File: src/rtl/wdt_pkg.sv
package wdt_pkg;
  typedef enum logic [2:0] {
    SEL_NONE, SEL_KICK, SEL_EN, SEL_STAT, SEL_WARN, SEL_RST
  } wdt_sel_e;

  localparam int NUM_REGS = 5;

  // Offset of register idx (0 kick, 1 enable, 2 status, 3 warn, 4 reset)
  function automatic logic [7:0] reg_offset(input bit alt_map, input int idx);
    logic [7:0] off;
    case (idx)
      0: off = alt_map ? 8'h38 : 8'h04;
      1: off = alt_map ? 8'h40 : 8'h08;
      2: off = alt_map ? 8'h44 : 8'h0C;
      3: off = alt_map ? 8'h4C : 8'h10;
      default: off = alt_map ? 8'h5C : 8'h14;
    endcase
    return off;
  endfunction
endpackage

File: src/rtl/wdt_regs.sv
module wdt_regs import wdt_pkg::*; #(
  parameter int ADDR_W  = 8,
  parameter int DATA_W  = 32,
  parameter int CNT_W   = 29,
  parameter bit ALT_MAP = 1'b0
) (
  input  logic              clk,
  input  logic              rst,
  input  logic              wr_en,
  input  logic              rd_en,
  input  logic [ADDR_W-1:0] addr,
  input  logic [DATA_W-1:0] wdata,
  input  logic              flag,
  output logic              en_q,
  output logic              en_nxt,
  output logic              kick,
  output logic [CNT_W-1:0]  warn_lim,
  output logic [CNT_W-1:0]  rst_lim,
  output logic [DATA_W-1:0] rdata
);
  localparam logic [CNT_W-1:0] LIM_INIT = '1;

  wdt_sel_e sel;

  always_comb begin
    sel = SEL_NONE;
    for (int i = 0; i < NUM_REGS; i++) begin
      if (addr == ADDR_W'(reg_offset(ALT_MAP, i)))
        sel = wdt_sel_e'(3'(i + 1));
    end
  end

  assign kick   = wr_en && (sel == SEL_KICK) && wdata[0];
  assign en_nxt = (wr_en && (sel == SEL_EN)) ? wdata[0] : en_q;

  always_ff @(posedge clk) begin
    if (rst) begin
      en_q     <= 1'b0;
      warn_lim <= LIM_INIT;
      rst_lim  <= LIM_INIT;
    end else if (wr_en) begin
      case (sel)
        SEL_EN:   en_q     <= wdata[0];
        SEL_WARN: warn_lim <= wdata[CNT_W-1:0];
        SEL_RST:  rst_lim  <= wdata[CNT_W-1:0];
        default: ;
      endcase
    end
  end

  always_ff @(posedge clk) begin
    if (rst) begin
      rdata <= '0;
    end else if (rd_en) begin
      case (sel)
        SEL_EN:   rdata <= {{(DATA_W-1){1'b0}}, en_q};
        SEL_STAT: rdata <= {{(DATA_W-1){1'b0}}, flag};
        SEL_WARN: rdata <= DATA_W'(warn_lim);
        SEL_RST:  rdata <= DATA_W'(rst_lim);
        default:  rdata <= '0;
      endcase
    end
  end

  // an enable write lands on the next edge
  a_r4_enable_write: assert property (@(posedge clk) disable iff (rst)
    (wr_en && sel == SEL_EN) |=> (en_q == $past(wdata[0])));
endmodule

File: src/rtl/wdt_counter.sv
module wdt_counter #(
  parameter int CNT_W = 29
) (
  input  logic             clk,
  input  logic             rst,
  input  logic             en_q,
  input  logic             en_nxt,
  input  logic             kick,
  input  logic [CNT_W-1:0] warn_lim,
  input  logic [CNT_W-1:0] rst_lim,
  output logic             warn_q,
  output logic             bite_q,
  output logic             bite_hit
);
  localparam logic [CNT_W-1:0] CNT_MAX = '1;

  logic [CNT_W-1:0] cnt;
  logic             run;

  assign run      = en_q && en_nxt && !kick;
  assign bite_hit = run && (cnt >= rst_lim) && !bite_q;

  always_ff @(posedge clk) begin
    if (rst) begin
      cnt    <= '0;
      warn_q <= 1'b0;
      bite_q <= 1'b0;
    end else if (kick) begin
      cnt    <= '0;
      warn_q <= 1'b0;
      bite_q <= 1'b0;
    end else if (!en_nxt) begin
      warn_q <= 1'b0;
      bite_q <= 1'b0;
    end else if (en_q) begin
      if (cnt != CNT_MAX) cnt <= cnt + 1'b1;
      if (cnt >= warn_lim) warn_q <= 1'b1;
      if (cnt >= rst_lim)  bite_q <= 1'b1;
    end
  end

  // a kick zeroes the counter and both outputs
  a_r8_kick_clears: assert property (@(posedge clk) disable iff (rst)
    kick |=> (cnt == '0 && !warn_q && !bite_q));
  // nothing asserts while disabled
  a_r9_idle_quiet: assert property (@(posedge clk) disable iff (rst)
    !en_q |-> (!warn_q && !bite_q));
  // counter holds while disabled
  a_r4_hold_idle: assert property (@(posedge clk) disable iff (rst)
    (!en_q && !kick) |=> $stable(cnt));
  // warning is a level until kick or disable
  a_r5_warn_level: assert property (@(posedge clk) disable iff (rst)
    (warn_q && en_nxt && !kick) |=> warn_q);
endmodule

File: src/rtl/wdt_cause.sv
module wdt_cause (
  input  logic clk,
  input  logic por_rst,
  input  logic bite_hit,
  output logic flag_q
);
  always_ff @(posedge clk) begin
    if (por_rst) flag_q <= 1'b0;
    else if (bite_hit) flag_q <= 1'b1;
  end

  // flag set on the firing edge and never dropped
  a_r10_flag_set: assert property (@(posedge clk) disable iff (por_rst)
    bite_hit |=> flag_q);
  a_r10_flag_sticky: assert property (@(posedge clk) disable iff (por_rst)
    flag_q |=> flag_q);
endmodule

File: src/rtl/wdog_two_stage.sv
module wdog_two_stage #(
  parameter int ADDR_W  = 8,
  parameter int DATA_W  = 32,
  parameter int CNT_W   = 29,
  parameter bit ALT_MAP = 1'b0
) (
  input  logic              clk,
  input  logic              por_rst,
  input  logic              sys_rst,
  input  logic              wr_en,
  input  logic              rd_en,
  input  logic [ADDR_W-1:0] addr,
  input  logic [DATA_W-1:0] wdata,
  output logic [DATA_W-1:0] rdata,
  output logic              warn_irq,
  output logic              reset_req,
  output logic              timeout_flag
);
  logic             rst;
  logic             en_q, en_nxt, kick, bite_hit;
  logic [CNT_W-1:0] warn_lim, rst_lim;

  assign rst = por_rst | sys_rst;

  wdt_regs #(.ADDR_W(ADDR_W), .DATA_W(DATA_W), .CNT_W(CNT_W), .ALT_MAP(ALT_MAP)) u_regs (
    .clk(clk), .rst(rst), .wr_en(wr_en), .rd_en(rd_en), .addr(addr),
    .wdata(wdata), .flag(timeout_flag), .en_q(en_q), .en_nxt(en_nxt),
    .kick(kick), .warn_lim(warn_lim), .rst_lim(rst_lim), .rdata(rdata)
  );

  wdt_counter #(.CNT_W(CNT_W)) u_cnt (
    .clk(clk), .rst(rst), .en_q(en_q), .en_nxt(en_nxt), .kick(kick),
    .warn_lim(warn_lim), .rst_lim(rst_lim), .warn_q(warn_irq),
    .bite_q(reset_req), .bite_hit(bite_hit)
  );

  wdt_cause u_cause (
    .clk(clk), .por_rst(por_rst), .bite_hit(bite_hit), .flag_q(timeout_flag)
  );

  // system reset drops both outputs and spares the flag
  a_r11_sys_rst: assert property (@(posedge clk) disable iff (por_rst)
    sys_rst |=> (!warn_irq && !reset_req && timeout_flag == $past(timeout_flag)));
endmodule

File: config.mk
export PLATFORM = sky130hd
export DESIGN_NAME = wdog_two_stage
export DESIGN_NICKNAME = d
export VERILOG_FILES = /design/src/rtl/wdt_pkg.sv /design/src/rtl/wdt_regs.sv /design/src/rtl/wdt_counter.sv /design/src/rtl/wdt_cause.sv /design/src/rtl/wdog_two_stage.sv
export SDC_FILE = /design/constraint.sdc
export NUM_CORES = 1
export LEC_CHECK = 0
export BUFFER_PORTS_ARGS = -buffer_cell sky130_fd_sc_hd__buf_2
export CORE_UTILIZATION = 52
export CTS_BUF_LIST = sky130_fd_sc_hd__clkbuf_4 sky130_fd_sc_hd__clkbuf_8 sky130_fd_sc_hd__clkbuf_16
export CTS_CLUSTER_SIZE = 25
export DETAILED_ROUTE_END_ITERATION = 12
export MAX_ROUTING_LAYER = met4
export PLACE_DENSITY = 0.73
export SLEW_MARGIN = 20
export SYNTH_ARGS = -nofsm -noshare
export SYNTH_HDL_FRONTEND = slang
export SYNTH_SLANG_ARGS = --single-unit
File: constraint.sdc
create_clock -name clk -period 4.96 [get_ports clk]
set_input_delay 1.488 -clock clk [delete_from_list [all_inputs] [get_ports clk]]
set_output_delay 1.488 -clock clk [all_outputs]
set_load 0.05 [all_outputs]
==> results of run 1 <==
==> worst max-delay path, cell delays in order <==
cell and delay [ns]:
buf_2 0.11, or3_1 0.44, nor4_2 0.24, buf_4 0.39, and2_2 0.57, buf_12 0.25
o211ai_1 0.11
==> worst paths after layout <==
kind	end	slack [ns]	from
min reg2reg	u_regs.rdata[2]	0.48	u_regs.rdata[2]
min	u_regs.rdata[2]	0.48	u_regs.rdata[2]
max	u_regs.warn_lim[24]	1.57	addr[5]
max reg2reg	u_cnt.cnt[4]	2.57	u_cnt.cnt[21]
==> layout make-up <==
| cell class | instances | area [µm²] |
|---|---|---|
| Multi-Input combinational cell | 513 | 3610 |
| Tap cell | 168 | 210.2 |
| Fill cell | 1042 | 4576 |
| Timing Repair Buffer | 79 | 435.4 |
| Inverter | 72 | 270.3 |
| Sequential cell | 120 | 2402 |
| Clock buffer | 23 | 483.0 |
| Clock inverter | 9 | 75.07 |
==> flip-flops by register name, indices dropped and copies added, names as in the netlist <==
| register | count |
|---|---|
| u_cnt.warn_q | 1 |
| u_regs.rdata | 29 |
| u_cnt.bite_q | 1 |
| u_regs.warn_lim | 29 |
| u_regs.rst_lim | 29 |
| u_regs.en_q | 1 |
| u_cause.flag_q | 1 |
| u_cnt.cnt | 29 |
==> cell usage in the layout, fill, tap and decap left out, types with 5 or more instances in the layout <==
| master | instances |
|---|---|
| o31ai_1 | 11 |
| xnor2_1 | 9 |
| a211oi_1 | 5 |
| o21ai_0 | 13 |
| clkinv_2 | 6 |
| nor3_1 | 8 |
| nand2_1 | 79 |
| nand3_1 | 19 |
| nand4_1 | 18 |
| nor2_1 | 42 |
| and4_1 | 6 |
| a2bb2oi_1 | 28 |
| inv_1 | 72 |
| o211ai_1 | 64 |
| clkbuf_16 | 17 |
| dfxtp_1 | 120 |
| ha_1 | 59 |
| or3_1 | 7 |
| a21oi_1 | 37 |
| a22oi_1 | 29 |
| a21o_1 | 8 |
| or4_1 | 13 |
| buf_2 | 73 |
==> stage by stage <==
stage,utilization,cells
after global placement,0.5744,952
after detailed placement,0.5744,952
after CTS,0.6206,984
after floorplan,-,747
after global routing,0.6206,984
final,0.6206,984
==> layer usage <==
metal  up-vias  routed length (µm)  share of wire
met1      2791                7354           0.45
met3        39                 742          0.045
met2       137                7946           0.48
met4         0                 469          0.028
met5         -                   0              0
li1       2865                   -              -
==> logic make-up (layout without fill, tap and decap cells) <==
| logic type | after synthesis | in the layout | share of synthesized area |
|---|---|---|---|
| XOR/XNOR | 10 | 10 | 0.01355 |
| flip-flops | 120 | 120 | 0.3717 |
| buffers and inverters | 114 | 183 | 0.07453 |
| AO/OA/AOI/OAI | 221 | 221 | 0.2515 |
| adder cells (fa/ha/maj) | 59 | 59 | 0.1142 |
| AND/OR/NAND/NOR | 218 | 218 | 0.1707 |
| other | 1 | 3 | 0.0005802 |
| multiplexers | 2 | 2 | 0.003291 |
==> report_power, final <==
part	internal, mW	switching, mW
registers	0.965	0.000206
logic	0.0193	0.0442
clock network	0.730	0.427
==> results.py, run 1 <==
metrics = {
    "status": {
        "outcome": "finished, final reports clean",
    },
    "timing": {
        "worstMarginPinSlew_ns": 0.9900,
        "fmax_mhz": 295.2,
        "fin_setup_tns_ns": 0,
        "hold_violations": 0,
        "final.min_clock_period_ns": 3.388,
        "finClkSkew_ns": 0.009054,
        "holdWs_ns": 0.4815,
        "rsz0062_at_grt": "no",
        "setup_ws_ns": 1.572,
        "setup_viol": 0,
        "slew_headroom": 0.3392,
        "slew_violations": 0,
        "period_share": 0.6830,
    },
    "floorplan": {
        "core_mm2": 0.01206,
        "die-height_um": 113.5,
        "die-area_mm2": 0.01288,
        "rows": 40,
        "io_pins": 80,
        "start_util": 0.5359,
        "die_w_um": 113.5,
    },
    "synth": {
        "synth_area_leaders": "dfxtp_1 37%, ha_1 11%, o211ai_1 7.4%, nand2_1 4.6%, inv_1 4.2%",
        "synth_edf_count": 0,
        "postSynthCellCount": 745,
        "yosys.cell_types.count": 61,
        "ys_seq_area_frac": 0.3717,
        "avgSynthCellArea_um2": 8.676,
        "synth_ff_type": "dfxtp_1",
        "synthesis.area_mm2": 0.006464,
        "synth-warning-count": 0,
        "synth_top_area_frac": 0.3717,
        "synth_area_leader_cell": "dfxtp_1",
        "yosysMostFrequentCell": "dfxtp_1",
        "async_flop_share": 0,
        "ys_top_cells_by_count": "120 x dfxtp_1, 79 x nand2_1, 72 x inv_1, 64 x o211ai_1, 59 x ha_1",
        "synth_seq_cells": 120,
    },
    "finish": {
        "finalNetCount": 907,
        "antenna_cells": 0,
        "fin_area_mm2": 0.007486,
        "syn_to_final_growth_pct": 15.81,
        "layout-drive-gt1-share": 0.1593,
    },
    "power": {
        "power.leakage_nw": 3.362,
        "ir_drop_mv": 0.2069,
        "powerDensity_mw_per_mm2": 291.9,
        "p_total_mw": 2.185,
    },
    "setup_path": {
        "required_ns": 5.21,
        "critical_path_class": "primary input to flop",
        "crit_arrival_ns": 3.64,
        "end_kind": "flop",
        "r2r.worst_path.cells": 5,
        "worst_setup_path_start_kind": "primary input",
        "crit_fanout": 32,
    },
    "cts": {
        "post_cts_buffers": 0,
        "numCtsBuffers": 17,
        "cts_tree": "yes",
        "clk-insertion-delay-late_ns": 0.42,
        "clkTransAtPathRegs_ns": 0.05,
        "cts.htree.levels": 4,
        "cts_buffer_depth": 2,
        "cts_sinks": 120,
        "hold_buffers": 0,
        "cts-resized-gates": 0,
        "cts-root-buf": "clkbuf_16",
    },
    "route": {
        "wl_per_cell_um": 16.78,
        "dr.pass1.iters": 5,
        "drc_errors": 0,
        "via_per_inst": 5.927,
        "via_count": 5832,
        "ant_nets": 0,
        "drt_iter0_markers": 515,
        "wl_mm": 16.51,
    },
    "global_routing": {
        "grt_usage": 0.2831,
        "busiest_layer": "met2",
        "gr-total-overflow": 0,
        "antenna_found_initial": 0,
        "grt_pass1_vias": 5748,
        "grt_pass1_wl_mm": 27.93,
        "grt_use_met2": 0.4561,
        "grt_max_degree": 61,
        "use_met1": 0.3403,
        "grt_util_met3": 0.06961,
    },
    "placement": {
        "dp_hpwl_mm": 11.80,
        "place_congestion": 0.9138,
        "place_ws_ns": 1.194,
        "placed_area_mm2": 0.006928,
        "io_buffers": 73,
    },
    "min_path": {
        "holdPathStages": 2,
        "holdCritPathClass": "flop to flop",
    },
    "job": {
        "maxCapViolCount": 0,
    },
}
(Power assumes the default switching activity.)
==> inputs of run 2 (changes only) <==
ABC_AREA = 1   (was unset)
PLACE_DENSITY = 0.75   (was 0.73)
clock period = 3 ns   (was 4.96 ns; I/O delays follow)
==> results.py, run 2 <==
metrics = {
    "floorplan": {
        "die-height_um": 117.2,
        "die_w_um": 117.2,
        "rows": 41,
        "start_util": 0.5399,
        "io_pins": 80,
        "core_mm2": 0.01277,
        "die-area_mm2": 0.01373,
    },
    "synth": {
        "synth_edf_count": 0,
        "async_flop_share": 0,
        "yosys.cell_types.count": 33,
        "yosysMostFrequentCell": "nand2_1",
        "synthesis.area_mm2": 0.006897,
        "postSynthCellCount": 987,
        "synth-warning-count": 0,
        "synth_ff_type": "dfxtp_1",
        "synth_area_leader_cell": "dfxtp_1",
        "ys_seq_area_frac": 0.3483,
        "synth_seq_cells": 120,
        "synth_area_leaders": "dfxtp_1 35%, nand2_1 16%, ha_1 11%, a21oi_1 8.0%, inv_1 5.7%",
        "ys_top_cells_by_count": "294 x nand2_1, 120 x dfxtp_1, 110 x a21oi_1, 104 x inv_1, 65 x nor2_1",
        "synth_top_area_frac": 0.3483,
        "avgSynthCellArea_um2": 6.987,
    },
    "setup_path": {
        "critical_path_class": "primary input to flop",
        "crit_path_start": "addr[1]",
        "worst_setup_path_start_kind": "primary input",
        "r2r_slack_ns": 0.86,
        "crit_arrival_ns": 2.62,
        "cp-endpoint": "u_regs.rst_lim[19]",
        "r2r.worst_path.cells": 11,
        "crit_fanout": 38,
        "worst_r2r_startpoint": "u_cnt.cnt[1]",
        "end_kind": "flop",
        "r2r_end": "u_cnt.cnt[2]",
        "required_ns": 3.32,
    },
    "route": {
        "drt_iter0_markers": 480,
        "dr.pass1.iters": 7,
        "via_count": 6552,
        "wl_per_cell_um": 14.36,
        "via_per_inst": 5.305,
        "wl_mm": 17.73,
        "ant_nets": 0,
        "drc_errors": 0,
    },
    "cts": {
        "cts.htree.levels": 4,
        "post_cts_buffers": 0,
        "numCtsBuffers": 17,
        "cts_buffer_depth": 2,
        "cts_tree": "yes",
        "cts-root-buf": "clkbuf_16",
        "cts_sinks": 120,
        "clk-insertion-delay-late_ns": 0.42,
        "clkTransAtPathRegs_ns": 0.05,
        "hold_buffers": 0,
        "cts-resized-gates": 0,
    },
    "timing": {
        "slew_violations": 0,
        "fin_setup_tns_ns": 0,
        "final.min_clock_period_ns": 2.302,
        "hold_violations": 0,
        "finClkSkew_ns": 0.006387,
        "worstMarginPinSlew_ns": 0.6397,
        "slew_headroom": 0.5735,
        "holdWs_ns": 0.4562,
        "period_share": 0.7674,
        "fmax_mhz": 434.4,
        "rsz0062_at_grt": "no",
        "setup_viol": 0,
    },
    "placement": {
        "place_congestion": 0.9587,
        "io_buffers": 73,
        "dp_hpwl_mm": 12.61,
    },
    "global_routing": {
        "gr-total-overflow": 0,
        "grt_max_degree": 60,
        "grt_pass1_wl_mm": 28.45,
        "antenna_found_initial": 0,
        "grt_pass1_vias": 5843,
        "grt_usage": 0.2801,
    },
    "finish": {
        "syn_to_final_growth_pct": 16.31,
        "final_common_cell": "nand2_1",
        "final_cell_mix": "294 x nand2_1, 120 x dfxtp_1, 110 x a21oi_1, 103 x inv_1, 73 x buf_2",
        "antenna_cells": 0,
        "nFillCells": 1183,
        "layout-drive-gt1-share": 0.1364,
        "finalNetCount": 1154,
    },
    "min_path": {
        "holdCritPathClass": "flop to flop",
        "hp-start": "u_cnt.warn_q",
    },
    "power": {
        "powerDensity_mw_per_mm2": 492.3,
        "power.leakage_nw": 3.909,
        "ir_drop_mv": 0.4148,
    },
    "status": {
        "outcome": "finished, final reports clean",
    },
    "job": {
        "maxCapViolCount": 0,
    },
}
[run 2: critical path, cell delays in order]
cell and delay, ns:
buf_2 0.09, inv_1 0.06, nand2_1 0.11, nor3_1 0.22, nand2_1 0.37, nor2_4 0.20
buf_4 0.36, a21oi_1 0.14, o21ai_0 0.15
[run 2: final cells by class]
cell class	instances	area [µm²]	share of cell area
multi-input combinational	714	3865	0.4818
sequential	120	2402	0.2995
clock buffer	22	494.2	0.06161
timing repair buffer	86	462.9	0.05771
inverter	111	416.7	0.05194
tap	172	215.2	0.02683
clock inverter	10	165.2	0.02059
[run 2: where the power goes]
| part | internal [mW] | leakage (nW) | switching [mW] |
|---|---|---|---|
| sequential | 1.60 | 0.969 | 0.000444 |
| clock | 1.50 | 0.315 | 0.733 |
| combinational | 0.0365 | 2.63 | 0.0834 |
[run 2: cell families (layout without fill, tap and decap cells)]
kind of cell | count (synthesis) | count (layout) | share of synthesized area
other | 1 | 3 | 0.0005437
AO/OA/AOI/OAI | 209 | 209 | 0.1687
AND/OR/NAND/NOR | 425 | 425 | 0.2580
XOR/XNOR | 18 | 18 | 0.02286
buffers and inverters | 155 | 229 | 0.09452
flip-flops | 120 | 120 | 0.3483
adder cells (fa/ha/maj) | 59 | 59 | 0.1070
[run 2: worst min path at each step]
stage,end,slack (ns),cells past startpoint
after CTS,u_cnt.warn_q,0.46,2
final,u_cnt.warn_q,0.46,2
after global placement,u_cnt.warn_q,0.44,2
after floorplan,u_regs.warn_lim[0],0.46,2
after global routing,u_regs.rdata[18],0.48,2
after detailed placement,u_cnt.warn_q,0.45,2
[run 2: per-layer routing]
| layer | vias up | part of all wire | global-route usage |
|---|---|---|---|
| li1 | 3366 | - | - |
| met1 | 2984 | 0.46 | 0.3489 |
| met2 | 179 | 0.48 | 0.4529 |
| met3 | 23 | 0.047 | 0.05870 |
| met4 | 0 | 0.015 | 0.08945 |
| met5 | - | 0 | - |
[run 2: per-stage QoR]
stage / area, µm² / cells / setup slack (ns) / power (mW) / util
2_1_floorplan: 6904 / 989 / 0.9363 / 1.695 / -
3_3_place_gp: 7362 / 1203 / 0.4673 / 1.747 / 0.5764
3_5_place_dp: 7362 / 1203 / 0.4190 / 1.748 / 0.5764
4_1_cts: 8021 / 1235 / 0.7416 / 3.964 / 0.6280
5_1_grt: 8021 / 1235 / 0.5779 / 4.053 / 0.6280
6_report: 8021 / 1235 / 0.6978 / 3.949 / 0.6280
==> inputs of run 3 (changes only) <==
clock period = 2.1 ns   (was 3 ns; I/O delays follow)
==> results.py, run 3 (same netlist as run 2, synthesis figures left out) <==
metrics = {
    "route": {
        "via_per_inst": 5.343,
        "via_count": 6625,
        "dr.pass1.iters": 5,
        "ant_nets": 0,
        "wl_mm": 17.79,
        "wl_per_cell_um": 14.35,
        "drc_errors": 0,
        "drt_iter0_markers": 545,
    },
    "floorplan": {
        "start_util": 0.5399,
        "rows": 41,
        "die-area_mm2": 0.01373,
        "core_mm2": 0.01277,
        "io_pins": 80,
        "die_w_um": 117.2,
        "die-height_um": 117.2,
    },
    "global_routing": {
        "gr-total-overflow": 0,
        "grt_pass1_vias": 6186,
        "grt_usage": 0.2889,
        "antenna_found_initial": 0,
        "grt_pass1_wl_mm": 29.41,
        "grt_max_degree": 40,
    },
    "cts": {
        "clk-insertion-delay-late_ns": 0.43,
        "numCtsBuffers": 17,
        "cts_tree": "yes",
        "post_cts_buffers": 0,
        "hold_buffers": 0,
        "cts.htree.levels": 4,
        "clkTransAtPathRegs_ns": 0.05,
        "cts-root-buf": "clkbuf_16",
        "cts_sinks": 120,
        "cts_buffer_depth": 2,
        "cts-resized-gates": 0,
    },
    "timing": {
        "slew_violations": 0,
        "setup_ws_ns": 0.1813,
        "hold_violations": 0,
        "holdWs_ns": 0.3953,
        "final.min_clock_period_ns": 1.919,
        "finClkSkew_ns": 0.007981,
        "fmax_mhz": 521.2,
        "fin_setup_tns_ns": 0,
        "setup_viol": 0,
        "rsz0062_at_grt": "no",
        "period_share": 0.9137,
    },
    "power": {
        "power.leakage_nw": 3.970,
        "powerDensity_mw_per_mm2": 679.5,
        "p_total_mw": 5.530,
        "ir_drop_mv": 0.5816,
    },
    "setup_path": {
        "crit_arrival_ns": 2.28,
        "worst_r2r_startpoint": "u_cnt.cnt[15]",
        "worst_setup_path_start_kind": "flop",
        "r2r.worst_path.cells": 11,
        "crit_path_start": "u_cnt.cnt[15]",
        "r2r_end": "u_cnt.bite_q",
        "r2r_slack_ns": 0.18,
        "end_kind": "flop",
        "crit_fanout": 6,
        "cp-endpoint": "u_cnt.bite_q",
        "required_ns": 2.46,
        "critical_path_class": "flop to flop",
    },
    "min_path": {
        "holdCritPathClass": "primary input to flop",
    },
    "finish": {
        "fin_util": 0.6371,
        "antenna_cells": 0,
        "fin_area_mm2": 0.008138,
        "layout-drive-gt1-share": 0.1404,
        "syn_to_final_growth_pct": 18.00,
        "final_common_cell": "nand2_1",
        "final_cells": 1240,
        "final_cell_mix": "294 x nand2_1, 120 x dfxtp_1, 110 x a21oi_1, 103 x inv_1, 73 x buf_2",
        "finalNetCount": 1159,
    },
    "placement": {
        "place_ws_ns": 0.03723,
        "dpl.cell_count": 1208,
        "io_buffers": 73,
        "dp_hpwl_mm": 12.96,
        "placed_area_mm2": 0.007512,
        "place_congestion": 0.9393,
    },
    "status": {
        "outcome": "finished, final reports clean",
    },
    "job": {
        "maxCapViolCount": 0,
    },
}
## run 3: how the worst min path moves through the flow
stage	from	end	slack (ns)	cells past startpoint
global route	por_rst	u_cause.flag_q	0.40	2
CTS	por_rst	u_cause.flag_q	0.39	2
floorplan	u_regs.warn_lim[0]	u_regs.warn_lim[0]	0.46	2
finish	por_rst	u_cause.flag_q	0.40	2
global placement	u_cnt.warn_q	u_cnt.warn_q	0.44	2
detailed placement	u_cnt.warn_q	u_cnt.warn_q	0.44	2
## run 3: layout make-up
type,instances,area (µm²)
Multi-Input combinational cell,714,3865
Inverter,111,416.7
Fill cell,1158,4636
Clock buffer,25,510.5
Tap cell,172,215.2
Timing Repair Buffer,91,613.1
Sequential cell,120,2402
Clock inverter,7,115.1
## run 3: worst max-delay path, cell delays in order, from the launching register on
cell	delay, ns
dfxtp_1	0.38
ha_1	0.30
nand2_1	0.06
nor2_1	0.32
nand3b_1	0.11
nor2_1	0.17
nand2_1	0.07
nand2_1	0.08
nor2_1	0.05
nand2_1	0.12
nand2_1	0.06
a21oi_1	0.12
## run 3: report_power, final
part           total, mW  leakage, nW  internal, mW  switching, mW
registers           2.28        0.969          2.28       0.000640
clock network       3.07        0.307          2.04           1.03
logic              0.181         2.69        0.0600          0.121
## run 3: routing by layer
metal / track usage / wire [µm] / vias up
li1: - / - / 3370
met1: 0.3568 / 8154 / 3023
met2: 0.4588 / 8273 / 191
met3: 0.06488 / 883 / 41
met4: 0.1114 / 478 / 0
met5: - / 0 / -
